[src/rtl/phy_port_pkg.sv]
package phy_port_pkg;
   localparam int PORT_W      = 32;
   localparam int FLD_W       = 8;
   localparam int LSB_ADDR    = 0;
   localparam int LSB_WBYTE   = 8;
   localparam int LSB_RBYTE   = 16;
   localparam int BIT_WREQ    = 24;
   localparam int BIT_RREQ    = 25;
   localparam int BIT_ACK     = 26;

   typedef enum logic [1:0] {
      HS_IDLE = 2'd0,
      HS_WAIT = 2'd1,
      HS_DONE = 2'd2
   } hs_state_e;

   typedef struct packed {
      logic             rreq;
      logic             wreq;
      logic [FLD_W-1:0] wbyte;
      logic [FLD_W-1:0] paddr;
   } port_ctl_t;
endpackage

[src/rtl/port_ctl_reg.sv]
module port_ctl_reg
   import phy_port_pkg::*;
#(
   parameter int               BUS_AW      = 10,
   parameter logic [BUS_AW-1:0] PORT_OFFSET = 10'h010
) (
   input  logic              clk,
   input  logic              rst_n,
   input  logic              bus_sel,
   input  logic              bus_wr,
   input  logic [BUS_AW-1:0] bus_addr,
   input  logic [PORT_W-1:0] bus_wdata,
   output logic              hit,
   output port_ctl_t         ctl
);
   logic unused_wbits;
   assign unused_wbits = ^{bus_wdata[PORT_W-1:BIT_ACK], bus_wdata[LSB_RBYTE +: FLD_W]};

   assign hit = bus_sel && (bus_addr == PORT_OFFSET);

   always_ff @(posedge clk or negedge rst_n) begin
      if (!rst_n) begin
         ctl <= '0;
      end else if (hit && bus_wr) begin
         ctl.paddr <= bus_wdata[LSB_ADDR  +: FLD_W];
         ctl.wbyte <= bus_wdata[LSB_WBYTE +: FLD_W];
         ctl.wreq  <= bus_wdata[BIT_WREQ];
         ctl.rreq  <= bus_wdata[BIT_RREQ];
      end
   end
endmodule

[src/rtl/hs_seq.sv]
module hs_seq
   import phy_port_pkg::*;
#(
   parameter int LATENCY = 3
) (
   input  logic clk,
   input  logic rst_n,
   input  logic req_wr,
   input  logic req_rd,
   output logic ack,
   output logic phy_we,
   output logic rd_cap
);
   localparam int CNT_W = (LATENCY > 1) ? $clog2(LATENCY) : 1;
   localparam logic [CNT_W-1:0] CNT_LAST = CNT_W'(LATENCY - 1);

   hs_state_e        state_q;
   logic [CNT_W-1:0] cnt_q;
   logic             op_wr_q;
   logic             last;

   assign last   = (state_q == HS_WAIT) && (cnt_q == CNT_LAST);
   assign phy_we = last && op_wr_q;
   assign rd_cap = last && !op_wr_q;
   assign ack    = (state_q == HS_DONE);

   always_ff @(posedge clk or negedge rst_n) begin
      if (!rst_n) begin
         state_q <= HS_IDLE;
         cnt_q   <= '0;
         op_wr_q <= 1'b0;
      end else begin
         unique case (state_q)
            HS_IDLE: if (req_wr || req_rd) begin
               state_q <= HS_WAIT;
               cnt_q   <= '0;
               op_wr_q <= req_wr;
            end
            HS_WAIT: if (last) state_q <= HS_DONE;
                     else      cnt_q   <= cnt_q + 1'b1;
            HS_DONE: if (!req_wr && !req_rd) state_q <= HS_IDLE;
            default: state_q <= HS_IDLE;
         endcase
      end
   end
endmodule

[src/rtl/phy_delay_file.sv]
module phy_delay_file #(
   parameter int                 AW        = 8,
   parameter int                 DW        = 8,
   parameter int                 NUM_SLOTS = 14,
   parameter logic [NUM_SLOTS-1:0] IMPL_MASK = 14'h39FF
) (
   input  logic          clk,
   input  logic          rst_n,
   input  logic          we,
   input  logic [AW-1:0] addr,
   input  logic [DW-1:0] wdata,
   output logic [DW-1:0] rdata
);
   logic [DW-1:0] slot_q [NUM_SLOTS];

   for (genvar g = 0; g < NUM_SLOTS; g++) begin : g_slot
      if (IMPL_MASK[g]) begin : g_impl
         always_ff @(posedge clk or negedge rst_n) begin
            if (!rst_n)                        slot_q[g] <= '0;
            else if (we && addr == AW'(g))     slot_q[g] <= wdata;
         end
      end else begin : g_hole
         assign slot_q[g] = '0;
      end
   end

   always_comb begin
      rdata = '0;
      for (int i = 0; i < NUM_SLOTS; i++) begin
         if (addr == AW'(i)) rdata = slot_q[i];
      end
   end
endmodule

[src/rtl/phy_port_bridge.sv]
module phy_port_bridge
   import phy_port_pkg::*;
#(
   parameter int                 BUS_AW      = 10,
   parameter logic [BUS_AW-1:0]  PORT_OFFSET = 10'h010,
   parameter int                 LATENCY     = 3,
   parameter int                 NUM_SLOTS   = 14,
   parameter logic [NUM_SLOTS-1:0] IMPL_MASK = 14'h39FF
) (
   input  logic              clk,
   input  logic              rst_n,
   input  logic              bus_sel,
   input  logic              bus_wr,
   input  logic [BUS_AW-1:0] bus_addr,
   input  logic [31:0]       bus_wdata,
   output logic [31:0]       bus_rdata
);
   localparam int TOP_PAD = PORT_W - BIT_ACK - 1;

   if (LATENCY < 1 || LATENCY > 8) begin : g_bad_latency
      $error("phy_port_bridge: LATENCY must lie in 1..8");
   end
   if (NUM_SLOTS < 1 || NUM_SLOTS > (1 << FLD_W)) begin : g_bad_slots
      $error("phy_port_bridge: NUM_SLOTS out of range");
   end
   if (PORT_OFFSET[1:0] != 2'b00) begin : g_bad_offset
      $error("phy_port_bridge: PORT_OFFSET must be word aligned");
   end

   logic             port_hit;
   port_ctl_t        port_ctl;
   logic             ack;
   logic             phy_we;
   logic             rd_cap;
   logic [FLD_W-1:0] phy_rdata;
   logic [FLD_W-1:0] rbyte_q;

   port_ctl_reg #(.BUS_AW(BUS_AW), .PORT_OFFSET(PORT_OFFSET)) u_ctl (
      .clk(clk), .rst_n(rst_n), .bus_sel(bus_sel), .bus_wr(bus_wr),
      .bus_addr(bus_addr), .bus_wdata(bus_wdata), .hit(port_hit), .ctl(port_ctl)
   );

   hs_seq #(.LATENCY(LATENCY)) u_seq (
      .clk(clk), .rst_n(rst_n), .req_wr(port_ctl.wreq), .req_rd(port_ctl.rreq),
      .ack(ack), .phy_we(phy_we), .rd_cap(rd_cap)
   );

   phy_delay_file #(.AW(FLD_W), .DW(FLD_W), .NUM_SLOTS(NUM_SLOTS), .IMPL_MASK(IMPL_MASK)) u_file (
      .clk(clk), .rst_n(rst_n), .we(phy_we), .addr(port_ctl.paddr),
      .wdata(port_ctl.wbyte), .rdata(phy_rdata)
   );

   always_ff @(posedge clk or negedge rst_n) begin
      if (!rst_n)      rbyte_q <= '0;
      else if (rd_cap) rbyte_q <= phy_rdata;
   end

   always_comb begin
      bus_rdata = '0;
      if (port_hit && !bus_wr) begin
         bus_rdata = {{TOP_PAD{1'b0}}, ack, port_ctl.rreq, port_ctl.wreq,
                      rbyte_q, port_ctl.wbyte, port_ctl.paddr};
      end
   end
endmodule

[config.mk]
export PLATFORM = sky130hd
export DESIGN_NAME = phy_port_bridge
export DESIGN_NICKNAME = d
export VERILOG_FILES = /design/src/rtl/phy_port_pkg.sv /design/src/rtl/port_ctl_reg.sv /design/src/rtl/hs_seq.sv /design/src/rtl/phy_delay_file.sv /design/src/rtl/phy_port_bridge.sv
export SDC_FILE = /design/constraint.sdc
export NUM_CORES = 1
export LEC_CHECK = 0
export ABC_AREA = 1
export BUFFER_PORTS_ARGS = -buffer_cell sky130_fd_sc_hd__buf_2
export CORE_AREA = 4 4 159 161
export DETAILED_ROUTE_END_ITERATION = 8
export DIE_AREA = 0 0 163 165
export RECOVER_POWER = 25
export SYNTH_ARGS = -nofsm -noshare
export SYNTH_HDL_FRONTEND = slang
export SYNTH_SLANG_ARGS = --single-unit
[constraint.sdc]
create_clock -name clk -period 2.9 [get_ports clk]
set_clock_uncertainty 0.1 [all_clocks]
set_input_delay 0.29 -clock clk [delete_from_list [all_inputs] [get_ports clk]]
set_output_delay 0.29 -clock clk [all_outputs]
set_load 0.03 [all_outputs]
[Yosys cells after proc, flatten, opt, wreduce, memory -nomap -nowiden]
Index checks and enable logic that the tools add are counted.
Storage, ports and cells
  register bits: 127
  input port bits: 46
  word-level logic and storage cells: 94
Operators by class
  add/subtract/negate cells: 1
  equal/unequal tests: 21
  muxes and demuxes: 22
  reductions and logical operators: 30
Operators with widths (number)
  8-bit 2-to-1 mux: 14
  8-bit by 4-bit == test with 1-bit output, second input constant: 6
  8-bit by 3-bit == test with 1-bit output, second input constant: 4
  27-bit 2-to-1 mux: 1
  1-bit logical AND: 19
  8-bit by 2-bit == test with 1-bit output, second input constant: 2
  10-bit by 5-bit == test with 1-bit output, second input constant: 1
  2-bit 2-to-1 mux: 5
  8-bit by 1-bit == test with 1-bit output, second input constant: 1
  8-bit zero test: 1
  2-bit by 1-bit != test with 1-bit output, second input constant: 3
  2-bit one-hot mux with 3 select lines: 1
  3-bit AND reduction: 2
  2-bit == test, second input constant: 2
  1-bit zero test: 4
  2-bit one-hot mux with 2 select lines: 1
  2-bit by 1-bit adder with 2-bit output, second input constant: 1
  2-bit by 1-bit == test with 1-bit output, second input constant: 1
  2-bit zero test: 1
  2-bit != test, second input constant: 1
  2-bit AND reduction: 1
  2-bit nonzero test: 1
  1-bit logical OR: 1

[Logic depth before layout (Yosys ltp)]
  depth after elaboration: 15
  mapped depth: 14
  gate-level depth less buffers: 13

[Hierarchy]
From an unflattened synthesis, not the netlist that was laid out.
Unflattened totals
  cells, all modules: 770
  area total of the unflattened synthesis: 6277.3 sq um
By module, submodules not included
  phy_delay_file: times used 1, cells each 550, area an instance 4559.4 sq um, sequential area each 2402.3 sq um
  port_ctl_reg: times used 1, cells each 90, area an instance 818.3 sq um, sequential area each 450.4 sq um
  phy_port_bridge: times used 1, cells each 98, area an instance 648.1 sq um, sequential area each 200.2 sq um
  hs_seq: times used 1, cells each 32, area an instance 251.5 sq um, sequential area each 125.1 sq um

[Least setup slack after synthesis]
Ideal clock, no wire load.
  kind: input port to output port
  from: input port bus_addr[1]
  to: output port bus_rdata[26]
  data arrival time: 1878 ps
  data required time: 2510 ps
  slack: 632 ps
  cell stages on the path: 4
  buffers on the path: 0
  path through: or4_4 -> nor4_4 -> nand3b_2 -> nor3_1
Between the ends
  word-level cells in the longest chain between the ends: 4
RTL lines
  start, declared: line phy_port_bridge.sv:14  | input logic [BUS_AW-1:0] bus_addr,
  10-bit by 5-bit == test with 1-bit output: line port_ctl_reg.sv:19  | assign hit = bus_sel && (bus_addr == PORT_OFFSET);
  1-bit logical AND: line port_ctl_reg.sv:19
  1-bit logical AND: line phy_port_bridge.sv:60  | if (port_hit && !bus_wr) begin
  27-bit 2-to-1 mux: line phy_port_bridge.sv:60
  end, declared: line phy_port_bridge.sv:16  | output logic [31:0] bus_rdata
No other way between the ends.

[Worst setup path after layout]
  from: input port bus_addr[1]
  to: output port bus_rdata[10]
Same word-level chain as after synthesis.

==> results.yml <==
yosys:
  yosys-top-cells-area: "dfrtp_1, nand2_1, o21ai_0, inv_1, nor2_1"
  post_synth.cell_area_avg_sq_um: 8.06
  synth.yosys.warnings: 0
  synthCells: 734
  synth-edff-count: 0
  number_of_distinct_standard_cells_referenced_by_the_synthesized_netlist: 31
  ys_async_rst_share_pct: 100
  synth_ff_type: "dfrtp_1"
  synthDominantAreaCellType: "dfrtp_1"
  synthDominantCellAreaShare_pct: 53.7
  cell_area_synth_sq_um: 5920
  yosys_register_bits: 127
  ys_seq_area_share_pct: 53.7
setup_path:
  maximum_net_fanout_on_the_critical_path: 15
  timing.critical_path.slowest_stage_cell: "or4_4"
  start_kind: "primary input"
  worst_path_most_repeated_cell: "buf_2"
  worst_setup_path_end_kind: "output pin"
  critPathRequiredTime_ns: 2.51
  critical_path_type: "primary input to output pin"
  critPathMaxStageDelay_ns: 0.53
  crit_arrival_ns: 2.03
  crit_path_cell_trace: "buf_2, or4_4, nor4_4, nand3b_2, buf_4, nor2_1, buf_2"
layout:
  fillers: 2613
  antenna_cells: 0
  mostFrequentLayoutCell: "nand2_1"
  drive_gt1_share_pct: 15.7
  fin_cells: 1128
  area_growth_syn_to_layout_pct: 20.3
  layout_common_cells: "nand2_1, dfrtp_1, o21ai_0"
  finish.net_count: 838
  design_area_sq_um: 7120
sta:
  rsz0062_at_grt: "false"
  final_min_period_over_clock_period_pct: 83.5
  timing.hold.ws_ns: 0.00865
  timing_worst_slew_pin_value_ns: 1.25
  tns_ns: 0
  finalWorstPathRequiredPeriod_ns: 2.42
  timing.fmax_ghz: 0.413
  setup_violations: 0
  final-hold-violation-count: 0
  maxSlewHeadroom_pct: 16.6
  final-max-slew-violation-count: 0
die:
  design.die.area_sq_um: 26900
  initial_core_util_pct: 24.7
  placementRows: 57
  die_height_microns: 165
  chipWidth_microns: 163
  top_level_ports: 78
  coreArea_sq_um: 24000
drt:
  routed-via-count: 4752
  initialDrtViolationCount: 262
  overall_routed_net_length_microns: 14500
  drc: 0
  wl_per_cell_microns: 12.8
  drt-pass1-iter-count: 5
  final_antenna_net_count: 0
  route.detailed.vias_per_inst: 4.21
clock_network:
  clockRootBuffer: "clkbuf_16"
  clkTransAtPathRegs_ns: 0.06
  ctsHtreeMaxLevel: 4
  clock_tree.buffer_depth: 2
  clock_latency_ns: 0.41
  cts-resized-gates: 0
  clkSinkCount: 127
  cts_tree: "done"
  tritoncts.num_buffers: 17
outcome:
  status: "completed"
global_route:
  grt.overflow.total: 0
  first_pass_grt_wire_length_microns: 24000
  grt_antenna_before_repair: 0
  global_route.usage.total_pct: 11.2
  grt_pass1_vias: 4654
  grt_max_degree: 50
placement:
  post_dp_cell_area_sq_um: 6530
  dp_hpwl_microns: 10100
  cell_total_after_placement: 1095
  portBuffers: 58
  placer_congestion_estimate: 0.747
pwr:
  cellPowerDensity_nw_per_um2: 577
  vdd_drop_max_v: 0.000309
  p_leak_nw: 3.23
  post-layout-total-power_w: 0.00411
min_path:
  holdCritPathClass: "primary input to flip-flop"
job:
  drv_cap: 0
[Yosys cell counts (6+ instances only)]
cell type / n
o21ai_0: 81
nand2_2: 7
o21ai_1: 36
nand3_1: 24
nand2_1: 242
nor2_2: 6
dfrtp_1: 127
clkbuf_1: 13
buf_4: 7
nor2_1: 50
inv_1: 76
buf_2: 12
nand4_1: 22
[metal layers]
metal  vias to the layer above  part of all wire, %  global-route usage [%]  wire [microns]
met5                         -                    0                       0               0
met4                         0                  1.3                    4.19             187
met3                        10                  3.4                    1.60             494
met2                       101                   47                    18.3            6830
met1                      2202                   48                    15.1            6970
li1                       2439                    -                       -               -
[final cells by class]
class / instances / area, sq um / share of cell area, %
Tap cell: 324 / 405 / 5.69
Clock inverter: 14 / 168 / 2.35
Sequential cell: 127 / 3180 / 44.6
Multi-Input combinational cell: 497 / 2280 / 32.0
Inverter: 81 / 304 / 4.27
Timing Repair Buffer: 67 / 358 / 5.03
Clock buffer: 18 / 429 / 6.03
[timing repair]
item,CTS,global route
setup buffers,0,0
endpoints found under the setup margin,0,0
hold buffers,1,0
endpoints found under the hold margin,45,0
[flip-flops by register name, indices dropped and copies added (netlist names)]
register / cells
u_seq.op_wr_q: 1
u_file.slot_q: 96
u_ctl.ctl: 18
u_seq.state_q: 2
rbyte_q: 8
u_seq.cnt_q: 2
[report_power, final]
group | internal [W] | switching [W]
Sequential | 0.00179 | 0.00000942
Combinational | 0.0000446 | 0.000107
Clock | 0.00135 | 0.000804
[worst max-delay path, delay by kind of cell]
kind,cells,cell delay [ns]
buffers and inverters,3,0.60
AND/OR/NAND/NOR,4,1.14
[stage by stage]
step                util [%]  setup slack, ns
detailed placement      27.3            0.452
global route            29.7            0.229
finish                  29.7            0.480
floorplan                  -            0.632
global placement        27.3            0.476
CTS                     29.8            0.443
[logic make-up after synthesis]
| logic type | after synthesis | synth area share [%] |
|---|---|---|
| buf+inv | 114 | 8.05 |
| simple gates | 372 | 27.9 |
| compound gates | 119 | 10.1 |
| other cells | 1 | 0.0634 |
| fa+ha+maj | 1 | 0.211 |
| flops | 127 | 53.7 |
[path summary, 6_finish.rpt]
kind                                          startpoint                       endpoint  slack, ns  cells past startpoint
max in group asynchronous                          rst_n       u_ctl.ctl[1]$_DFFE_PN0P_       0.64                      3
hold / removal                              bus_wdata[5]       u_ctl.ctl[5]$_DFFE_PN0P_      0.009                      3
min in group asynchronous                          rst_n  u_file.slot_q[98]$_DFFE_PN0P_       0.58                      2
setup reg to reg                u_ctl.ctl[2]$_DFFE_PN0P_         rbyte_q[7]$_DFFE_PN0P_       0.65                     13
hold reg to reg            u_file.slot_q[75]$_DFFE_PN0P_  u_file.slot_q[75]$_DFFE_PN0P_       0.38                      2
setup / recovery                             bus_addr[1]                  bus_rdata[10]       0.48                      7
No activity file was read; power rests on OpenSTA's default activity.
